`config.mk`:
```
export PLATFORM = sky130hd
export DESIGN_NAME = mhi_host_if
export DESIGN_NICKNAME = d
export VERILOG_FILES = /design/src/rtl/mhi_pkg.sv /design/src/rtl/mhi_strobe_sync.sv /design/src/rtl/mhi_decode.sv /design/src/rtl/mhi_ready.sv /design/src/rtl/mhi_host_if.sv
export SDC_FILE = /design/constraint.sdc
export NUM_CORES = 1
export LEC_CHECK = 0
export BUFFER_PORTS_ARGS = -buffer_cell sky130_fd_sc_hd__buf_2
export CELL_PAD_IN_SITES_DETAIL_PLACEMENT = 1
export CELL_PAD_IN_SITES_GLOBAL_PLACEMENT = 2
export CORE_MARGIN = 4
export CORE_UTILIZATION = 32
export CTS_CLUSTER_DIAMETER = 30
export DETAILED_ROUTE_END_ITERATION = 10
export PLACE_DENSITY_LB_ADDON = 0.15
export SYNTH_ARGS = -nofsm -noshare
export SYNTH_HDL_FRONTEND = slang
export SYNTH_SLANG_ARGS = --single-unit
```
`constraint.sdc`:
```
create_clock -name clk_i -period 2.9 [get_ports clk_i]
set_input_delay 0.29 -clock clk_i [delete_from_list [all_inputs] [get_ports clk_i]]
set_output_delay 0.29 -clock clk_i [all_outputs]
set_load 0.1 [all_outputs]
```
`src/rtl/mhi_pkg.sv`:
```
package mhi_pkg;
  localparam int unsigned OP_W  = 5;
  localparam int unsigned NUM_W = 3;

  localparam logic [NUM_W-1:0] OP_MIN = 3'd1;
  localparam logic [NUM_W-1:0] OP_MAX = 3'd6;

  function automatic logic op_defined(input logic [OP_W-1:0] code);
    return (code >= OP_W'(OP_MIN)) && (code <= OP_W'(OP_MAX));
  endfunction

  // mismatch rewriting: 0 = drop, 1 = issue, disc = run as disconnect
  function automatic logic [1:0] remote_action(input logic [NUM_W-1:0] num);
    case (num)
      3'd1, 3'd3: return 2'b11;
      3'd5:       return 2'b01;
      default:    return 2'b00;
    endcase
  endfunction
endpackage

```
`src/rtl/mhi_strobe_sync.sv`:
```
module mhi_strobe_sync #(
  parameter int unsigned W = 1
) (
  input  logic         clk_i,
  input  logic         rst_ni,
  input  logic         strb_ni,
  input  logic [W-1:0] pins_i,
  output logic         rise_o,
  output logic [W-1:0] pins_o
);
  logic         s1_q, s2_q, s3_q;
  logic [W-1:0] p1_q, p2_q, hold_q;

  always_ff @(posedge clk_i or negedge rst_ni) begin
    if (!rst_ni) begin
      s1_q   <= 1'b1;
      s2_q   <= 1'b1;
      s3_q   <= 1'b1;
      p1_q   <= '0;
      p2_q   <= '0;
      hold_q <= '0;
    end else begin
      s1_q <= strb_ni;
      s2_q <= s1_q;
      s3_q <= s2_q;
      p1_q <= pins_i;
      p2_q <= p1_q;
      // keep the last pin sample seen while the strobe was low
      if (!s2_q) hold_q <= p2_q;
    end
  end

  assign rise_o = s2_q & ~s3_q;
  assign pins_o = hold_q;
endmodule

```
`src/rtl/mhi_decode.sv`:
```
module mhi_decode
  import mhi_pkg::*;
(
  input  logic             clk_i,
  input  logic             rst_ni,
  input  logic             wr_rise_i,
  input  logic             cs_ok_i,
  input  logic             match_i,
  input  logic             cmd_sel_i,
  input  logic [OP_W-1:0]  bus_i,
  output logic             cmd_valid_o,
  output logic [NUM_W-1:0] cmd_num_o,
  output logic             cmd_disc_o,
  output logic             data_valid_o,
  output logic [OP_W-1:0]  data_o,
  output logic             bad_op_o,
  output logic             good_op_o
);
  logic             op_wr, dat_wr, defined, issue, disc;
  logic [NUM_W-1:0] num;
  logic [1:0]       act;

  always_comb begin
    op_wr   = wr_rise_i & cs_ok_i & cmd_sel_i;
    dat_wr  = wr_rise_i & cs_ok_i & ~cmd_sel_i;
    defined = op_defined(bus_i);
    num     = bus_i[NUM_W-1:0];
    act     = remote_action(num);
    issue   = op_wr & defined & (match_i | act[0]);
    disc    = ~match_i & act[1];
  end

  assign bad_op_o  = op_wr & ~defined;
  assign good_op_o = op_wr & defined;

  always_ff @(posedge clk_i or negedge rst_ni) begin
    if (!rst_ni) begin
      cmd_valid_o  <= 1'b0;
      cmd_num_o    <= '0;
      cmd_disc_o   <= 1'b0;
      data_valid_o <= 1'b0;
      data_o       <= '0;
    end else begin
      cmd_valid_o  <= issue;
      data_valid_o <= dat_wr;
      if (issue) begin
        cmd_num_o  <= num;
        cmd_disc_o <= disc;
      end
      if (dat_wr) data_o <= bus_i;
    end
  end

  p_disc_only_13_r5: assert property (@(posedge clk_i) disable iff (!rst_ni)
    cmd_valid_o && cmd_disc_o |-> (cmd_num_o == 3'd1 || cmd_num_o == 3'd3));
  p_cmd_range_r1: assert property (@(posedge clk_i) disable iff (!rst_ni)
    cmd_valid_o |-> (cmd_num_o >= OP_MIN && cmd_num_o <= OP_MAX && !data_valid_o));
  p_cmd_pulse_r1: assert property (@(posedge clk_i) disable iff (!rst_ni)
    cmd_valid_o |=> !cmd_valid_o);
endmodule

```
`src/rtl/mhi_ready.sv`:
```
module mhi_ready #(
  parameter int unsigned PULSE_LEN = 2
) (
  input  logic clk_i,
  input  logic rst_ni,
  input  logic bad_op_i,
  input  logic good_op_i,
  input  logic act_hit_i,
  input  logic cnt_done_i,
  output logic rdy_no
);
  localparam int unsigned CW = $clog2(PULSE_LEN + 1);

  logic          sticky_q;
  logic [CW-1:0] cnt_q;

  always_ff @(posedge clk_i or negedge rst_ni) begin
    if (!rst_ni) begin
      sticky_q <= 1'b0;
      cnt_q    <= '0;
    end else begin
      if (bad_op_i)       sticky_q <= 1'b1;
      else if (good_op_i) sticky_q <= 1'b0;
      if (act_hit_i || cnt_done_i) cnt_q <= CW'(PULSE_LEN);
      else if (cnt_q != '0)        cnt_q <= cnt_q - 1'b1;
    end
  end

  assign rdy_no = ~(sticky_q | (cnt_q != '0));

  p_event_low_r9: assert property (@(posedge clk_i) disable iff (!rst_ni)
    (act_hit_i || cnt_done_i) |=> !rdy_no);
  p_bad_low_r8: assert property (@(posedge clk_i) disable iff (!rst_ni)
    bad_op_i |=> !rdy_no);
endmodule

```
`src/rtl/mhi_host_if.sv`:
```
module mhi_host_if
  import mhi_pkg::*;
#(
  parameter int unsigned PULSE_LEN = 2
) (
  input  logic             clk_i,
  input  logic             rst_ni,
  input  logic [OP_W-1:0]  bus_i,
  output logic [7:0]       bus_o,
  output logic             bus_oe_o,
  input  logic             cmd_sel_i,
  input  logic             cs_a_ni,
  input  logic             cs_b_ni,
  input  logic             wr_ni,
  input  logic             rd_ni,
  input  logic             adr1_i,
  input  logic             sel1_i,
  input  logic             adr2_i,
  input  logic             sel2_i,
  input  logic [7:0]       or1_i,
  input  logic [7:0]       or2_i,
  input  logic             act_hit_i,
  input  logic             cnt_done_i,
  output logic             cmd_valid_o,
  output logic [NUM_W-1:0] cmd_num_o,
  output logic             cmd_disc_o,
  output logic             data_valid_o,
  output logic [OP_W-1:0]  data_o,
  output logic             rd_evt_o,
  output logic             rd_reg_o,
  output logic             rd_match_o,
  output logic             rdy_no
);
  localparam int unsigned WR_W = OP_W + 3;
  localparam int unsigned RD_W = 3;

  logic cs_ok, match;
  assign cs_ok = ~cs_a_ni & ~cs_b_ni;
  assign match = (adr1_i == sel1_i) & (adr2_i == sel2_i);

  logic            wr_rise, rd_rise;
  logic [WR_W-1:0] wr_pins;
  logic [RD_W-1:0] rd_pins;

  mhi_strobe_sync #(.W(WR_W)) u_wr_sync (
    .clk_i, .rst_ni, .strb_ni(wr_ni),
    .pins_i({cs_ok, match, cmd_sel_i, bus_i}),
    .rise_o(wr_rise), .pins_o(wr_pins)
  );

  mhi_strobe_sync #(.W(RD_W)) u_rd_sync (
    .clk_i, .rst_ni, .strb_ni(rd_ni),
    .pins_i({cs_ok, match, cmd_sel_i}),
    .rise_o(rd_rise), .pins_o(rd_pins)
  );

  logic bad_op, good_op;

  mhi_decode u_dec (
    .clk_i, .rst_ni,
    .wr_rise_i(wr_rise),
    .cs_ok_i(wr_pins[WR_W-1]),
    .match_i(wr_pins[WR_W-2]),
    .cmd_sel_i(wr_pins[WR_W-3]),
    .bus_i(wr_pins[OP_W-1:0]),
    .cmd_valid_o, .cmd_num_o, .cmd_disc_o,
    .data_valid_o, .data_o,
    .bad_op_o(bad_op), .good_op_o(good_op)
  );

  mhi_ready #(.PULSE_LEN(PULSE_LEN)) u_rdy (
    .clk_i, .rst_ni,
    .bad_op_i(bad_op), .good_op_i(good_op),
    .act_hit_i, .cnt_done_i, .rdy_no
  );

  // read flow is tracked even when this device does not drive the bus
  always_ff @(posedge clk_i or negedge rst_ni) begin
    if (!rst_ni) begin
      rd_evt_o   <= 1'b0;
      rd_reg_o   <= 1'b0;
      rd_match_o <= 1'b0;
    end else begin
      rd_evt_o <= rd_rise & rd_pins[2];
      if (rd_rise && rd_pins[2]) begin
        rd_match_o <= rd_pins[1];
        rd_reg_o   <= rd_pins[0];
      end
    end
  end

  assign bus_oe_o = rst_ni & cs_ok & ~rd_ni & match;
  assign bus_o    = cmd_sel_i ? or2_i : or1_i;

  p_rd_pulse_r7: assert property (@(posedge clk_i) disable iff (!rst_ni)
    rd_evt_o |=> !rd_evt_o);
  p_no_drive_write_r6: assert property (@(posedge clk_i) disable iff (!rst_ni)
    (!wr_ni && rd_ni) |-> !bus_oe_o);
endmodule

```
==> results by group, run 1 <==
Synthesis
  – Sequential share of the synthesized area: 0.635
  – Post-synth top cells: 44 x dfrtp_1, 24 x mux2_2, 8 x inv_1
  – Post-synth top area cell: dfrtp_1
  – Distinct cells, synth: 40
  – Most frequent cell after synthesis: dfrtp_1
  – Yosys warnings: 0
  – Area share of the largest cell type after synthesis: 0.555
  – EDFF count, synth: 0
  – Syn_nets: 172
  – Post-synth ARST share: 1.00
  – Synthesized instance count: 137
  – Average size of a mapped cell: 14.5 µm²
  – Post-synthesis register bit count: 50
  – Synthesized area: 1980 µm²
  – Largest cells by area after synthesis: dfrtp_1 56%, mux2_2 14%, dfstp_2 7.9%, inv_1 1.5%, clkbuf_8 1.4%
  – Post-synth top flop: dfrtp_1

Layout
  – Final Cell Area: 2420 µm²
  – Storage cell area: 1260 µm²
  – Fillers: 657
  – Multi-input gate area: 632 µm²
  – Share of post-route cells with drive strength above 1: 0.520
  – Area Overhead vs Synth: 22.3%
  – Antenna diodes: 0
  – Fin nets: 230

Floorplan
  – Core area: 5960 µm²
  – Chip width: 86.7 µm
  – Die height: 86.7 µm
  – Core Rows: 28
  – Top Ports: 58
  – Die ar.: 7520 µm²
  – Starting Density: 0.333

Setup path
  – R2r startpoint: u_wr_sync.s2_q
  – CP max FO: 3
  – FF-to-FF End: u_rdy.sticky_q
  – Worst path buffer plus inverter count: 2
  – Crit path launch type: flop
  – Req. time, crit path: 2.61 ns
  – Critical Path End Type: output port
  – CP top delay family: buffers and inverters
  – CP arrival: 1.54 ns
  – FF-to-FF setup slack: 1.31 ns
  – Crit Path Class: flop to output port
  – Slowest CP cell: buf_2
  – Max incr delay on CP: 0.43 ns
  – CP cell instances: inv_1, ha_1, nor2b_1, buf_2
  – R2R cell count: 3

Worst hold path
  – HP Class: input port to flop
  – Hold depth: 1
  – WHS Endpoint: u_wr_sync.s1_q
  – Hold path start: wr_ni

Routing
  – Vias post-DR: 1309
  – ANT nets after route: 0
  – Residual DRC count: 0
  – Iteration-0 DRC Markers: 30
  – Routed wire length: 4160 µm
  – Vias per cell: 4.83
  – Wirelength per Cell: 15.3 µm
  – Drt pass-1 iters: 4

Timing
  – Tightest Pin Transition: 0.618 ns
  – FMAX: 547 MHz
  – Final period utilization: 0.630
  – Final setup fails: 0
  – Fin. Hold Viols: 0
  – Max_slew headroom: 0.588
  – Final Slew Violations: 0
  – Final min period: 1.83 ns
  – Clock skew: 0.00975 ns
  – Final setup TNS: 0 ns
  – RSZ-0062 raised after global routing: no

Pwr
  – LEAKAGE: 1.15 nW
  – Pwr dens: 812 nW/µm²
  – Peak VDD IR: 0.000324 V

Clock tree
  – TritonCTS Buffers: 5
  – Insertion delay to the later sink of the worst-skew pair: 0.30 ns
  – Cts hold-fix bufs: 0
  – H-tree levels: 2
  – Clock-pin slew on the worst setup and hold paths: 0.10 ns
  – Root buffer cell: clkbuf_8
  – Sink Count: 50
  – CTS Buffer Depth: 2
  – CTS tree: built
  – Post-cts sizing count: 0
  – Setup bufs post-CTS: 0

Global route
  – First-pass GRT wire length: 7050 µm
  – Global route overflow: 0
  – Vias in the first global route: 1492
  – Initial antenna violation count: 0
  – Largest net degree at the start of global routing: 51
  – Global Route Usage Sum: 0.122

Placement
  – # port buffers: 57
  – HPWL Detailed: 3150 µm
  – Post-placement cell area: 2310 µm²
  – GPL Wtd Cong: 0.733

Status
  – Status: completed

Flow run
  – MaxCap Viol Count: 0
-- stage by stage --
| step | hold slack (ns) | utilization | total power [W] | instances | setup WS, ns |
|---|---|---|---|---|---|
| after global routing | 0.0593 | 0.407 | 0.00206 | 271 | 0.997 |
| final | 0.0730 | 0.407 | 0.00197 | 271 | 1.07 |
| after CTS | 0.0599 | 0.407 | 0.00200 | 271 | 1.04 |
| after global placement | 0.332 | 0.387 | 0.00147 | 263 | 1.35 |
| after floorplan | -0.00559 | - | 0.00136 | 137 | 0.625 |
| after detailed placement | 0.336 | 0.387 | 0.00149 | 263 | 1.31 |
-- registers in the layout, indices dropped and copies added (netlist names), 2 cells and up --
name	flops
u_wr_sync.p1_q	5
u_wr_sync.pins_o	8
u_rdy.cnt_q	2
u_rd_sync.p1_q	3
u_dec.data_o	5
u_rd_sync.pins_o	3
u_wr_sync.p2_q	5
u_rd_sync.p2_q	3
u_dec.cmd_num_o	3
-- kinds of logic after synthesis --
family / after synthesis / synth area share
simple gates: 25 / 0.0795
compound gates: 18 / 0.0782
fa+ha+maj: 1 / 0.00631
buf+inv: 15 / 0.0467
xor+xnor: 3 / 0.0133
flops: 50 / 0.635
mux: 25 / 0.141
-- area by class of cell --
cell class	count	share of cell area
clock buffer	5	0.0284
timing repair buffer	58	0.121
sequential	50	0.519
inverter	8	0.0124
clock inverter	3	0.0201
multi-input combinational	72	0.261
tap	75	0.0387
-- worst reg2reg max path, cell delays in order (launching register included) --
cell,delay (ns)
dfstp_2,0.71
and4b_2,0.33
nand2_1,0.08
o32a_1,0.35
-- how the worst max path moves through the flow --
stage / from / end / slack [ns] / cells past startpoint
CTS: u_rdy.cnt_q[0] / rdy_no / 1.04 / 4
detailed placement: sel2_i / bus_oe_o / 1.31 / 5
global placement: sel2_i / bus_oe_o / 1.35 / 5
finish: u_rdy.cnt_q[0] / rdy_no / 1.07 / 4
global route: u_rdy.cnt_q[1] / rdy_no / 1.0 / 4
floorplan: u_rdy.cnt_q[0] / rdy_no / 0.63 / 3
-- placed cells by master (no fill, tap or decap), types with 2 or more instances in the layout --
master	instances
buf_2	57
clkbuf_8	5
dfstp_2	6
mux2_2	24
xor2_1	3
o21ai_0	3
nand2_1	4
dfrtp_1	44
nor3_1	3
inv_1	8
nand3_1	2
o41ai_1	3
nor2_1	7
-- power by group --
part           switching (W)  internal, W  leakage [nW]
logic               0.000490     0.000130         0.502
registers          0.0000645     0.000782         0.593
clock network       0.000238     0.000263        0.0563
-- per-layer routing --
metal	track usage	vias to the layer above	part of all wire
met1	0.136	649	0.39
li1	-	601	-
met3	0.0466	7	0.088
met4	0.0467	0	0.017
met5	0	-	0
met2	0.211	52	0.51
(Power assumes the default switching activity.)
==> run 2, diff against run 1 <==
--- a/config.mk
+++ b/config.mk
@@ -9,7 +9,7 @@
 export CELL_PAD_IN_SITES_DETAIL_PLACEMENT = 1
 export CELL_PAD_IN_SITES_GLOBAL_PLACEMENT = 2
 export CORE_MARGIN = 4
-export CORE_UTILIZATION = 32
+export CORE_UTILIZATION = 30
 export CTS_CLUSTER_DIAMETER = 30
 export DETAILED_ROUTE_END_ITERATION = 10
 export PLACE_DENSITY_LB_ADDON = 0.15
==> constraint.sdc (replaced) <==
create_clock -name clk_i -period 1.6 [get_ports clk_i]
set_input_delay 0.16 -clock clk_i [delete_from_list [all_inputs] [get_ports clk_i]]
set_output_delay 0.16 -clock clk_i [all_outputs]
set_load 0.1 [all_outputs]
==> results by group, run 2 (same netlist as run 1, synthesis figures left out) <==
Status
  – Status: completed (unchanged)

Clock tree
  – Clock-pin slew on the worst setup and hold paths: 0.08 ns (was 0.10 ns)
  – Post-cts sizing count: 0 (unchanged)
  – CTS Buffer Depth: 2 (unchanged)
  – Root buffer cell: clkbuf_8 (unchanged)
  – H-tree levels: 2 (unchanged)
  – Setup bufs post-CTS: 0 (unchanged)
  – Cts hold-fix bufs: 8 (was 0)
  – Sink Count: 50 (unchanged)
  – TritonCTS Buffers: 5 (unchanged)
  – CTS tree: built (unchanged)
  – Insertion delay to the later sink of the worst-skew pair: 0.31 ns (was 0.30 ns)

Layout
  – Area Overhead vs Synth: 29.3% (was 22.3%)
  – Share of post-route cells with drive strength above 1: 0.510 (was 0.520)
  – Final cell count without fillers: 283 (was 271)
  – Commonest cells after routing, fill and taps aside: 55 x buf_2, 44 x dfrtp_1, 24 x mux2_2 (was 57 x buf_2, 44 x dfrtp_1, 24 x mux2_2)
  – Fin nets: 240 (was 230)
  – Largest register FFs: 8 (unchanged)
  – Antenna diodes: 0 (unchanged)
  – Leading cell type in the layout, fill and taps excluded: buf_2 (unchanged)

Timing
  – Final period utilization: 0.938
  – Max_slew headroom: 0.592 (was 0.588)
  – Final min period: 1.50 ns
  – RSZ-0062 raised after global routing: no (unchanged)
  – Tightest Pin Transition: 0.612 ns (was 0.618 ns)
  – FMAX: 667 MHz
  – Final setup TNS: 0 ns (unchanged)
  – Final Slew Violations: 0 (unchanged)
  – Fin. Hold Viols: 0 (unchanged)
  – Clock skew: 0.0115 ns (was 0.00975 ns)
  – Final setup fails: 0 (unchanged)

Setup path
  – Crit path launch type: flop (unchanged)
  – CP arrival: 1.34 ns (was 1.54 ns)
  – Req. time, crit path: 1.44 ns (was 2.61 ns)
  – R2r startpoint: u_wr_sync.s2_q (unchanged)
  – Worst path buffer plus inverter count: 2 (unchanged)
  – FF-to-FF End: u_rdy.sticky_q (unchanged)
  – CP top delay family: flip-flops (was buffers and inverters)
  – R2R cell count: 3 (unchanged)
  – CP cell instances: inv_1, ha_1, nor2b_4, buf_12 (was inv_1, ha_1, nor2b_1, buf_2)
  – Critical Path End Type: output port (unchanged)
  – Max incr delay on CP: 0.39 ns (was 0.43 ns)
  – FF-to-FF setup slack: 0.12 ns (was 1.31 ns)
  – Slowest CP cell: dfrtp_1 (was buf_2)
  – Crit Path Class: flop to output port (unchanged)
  – CP max FO: 3 (unchanged)

Placement
  – GPL Wtd Cong: 0.762 (was 0.733)
  – Dpl cells: 267 (was 263)
  – HPWL Detailed: 3190 µm (was 3150 µm)
  – # port buffers: 57 (unchanged)

Global route
  – Global route overflow: 0 (unchanged)
  – Vias in the first global route: 1529 (was 1492)
  – Largest net degree at the start of global routing: 51 (unchanged)
  – First-pass GRT wire length: 7050 µm (unchanged)
  – Initial antenna violation count: 0 (unchanged)
  – Global Route Usage Sum: 0.118 (was 0.122)

Routing
  – Routed wire length: 4170 µm (was 4160 µm)
  – Vias per cell: 4.73 (was 4.83)
  – ANT nets after route: 0 (unchanged)
  – Wirelength per Cell: 14.7 µm (was 15.3 µm)
  – Vias post-DR: 1339 (was 1309)
  – Iteration-0 DRC Markers: 40 (was 30)
  – Residual DRC count: 0 (unchanged)
  – Drt pass-1 iters: 4 (unchanged)

Floorplan
  – Core area: 6390 µm² (was 5960 µm²)
  – Top Ports: 58 (unchanged)
  – Die ar.: 7980 µm² (was 7520 µm²)
  – Core Rows: 29 (was 28)
  – Die height: 89.3 µm (was 86.7 µm)
  – Starting Density: 0.311 (was 0.333)
  – Chip width: 89.3 µm (was 86.7 µm)

Worst hold path
  – HP Class: input port to flop (unchanged)
  – Hold path start: cs_b_ni (was wr_ni)
  – Hold depth: 2 (was 1)
  – WHS Endpoint: u_rd_sync.p1_q[2] (was u_wr_sync.s1_q)

Pwr
  – Pwr dens: 1410 nW/µm² (was 812 nW/µm²)
  – Peak VDD IR: 0.000528 V (was 0.000324 V)
  – LEAKAGE: 1.21 nW (was 1.15 nW)

Flow run
  – MaxCap Viol Count: 0 (unchanged)
[run 2: how the worst max path moves through the flow]
stage,startpoint,to,slack [ns],depth (start not counted)
finish,u_rdy.cnt_q[0],rdy_no,0.1,4
global route,u_wr_sync.s2_q,u_rdy.sticky_q,0.03,3
CTS,u_rdy.cnt_q[0],rdy_no,0.07,4
detailed placement,u_wr_sync.s2_q,u_rdy.sticky_q,0.14,3
global placement,u_wr_sync.s2_q,u_rdy.sticky_q,0.17,3
floorplan,u_dec.cmd_num_o[1],u_dec.cmd_num_o[1],0.1,2
[run 2: cell type report]
type	count	area [µm²]
Clock buffer	6	82.6
Clock inverter	2	38.8
Fill cell	703	3820
Inverter	8	30.0
Multi-Input combinational cell	72	639
Sequential cell	50	1260
Tap cell	77	96.3
Timing Repair Buffer	68	418
[run 2: through the flow]
step                area (µm²)  setup WS (ns)   util  total power [W]  hold WS, ns
floorplan                 1990         0.0993      -          0.00248       -0.136
global placement          2360          0.175  0.370          0.00269        0.267
detailed placement        2360          0.142  0.370          0.00272        0.269
CTS                       2560         0.0705  0.401          0.00367       0.0126
global route              2560         0.0297  0.401          0.00380      0.00946
finish                    2560         0.0999  0.401          0.00362       0.0198
[run 2: routing by layer]
metal,GRT usage,vias to the layer above,part of all wire
li1,-,616,-
met1,0.129,669,0.38
met2,0.204,47,0.53
met3,0.0452,7,0.080
met4,0.0501,0,0.016
met5,0,-,0
[run 2: power breakdown]
| part | internal, W | total, W | switching, W |
|---|---|---|---|
| sequential | 0.00142 | 0.00153 | 0.000112 |
| clock | 0.000514 | 0.000930 | 0.000416 |
| combinational | 0.000262 | 0.00116 | 0.000898 |
| total | 0.00219 | 0.00362 | 0.00143 |
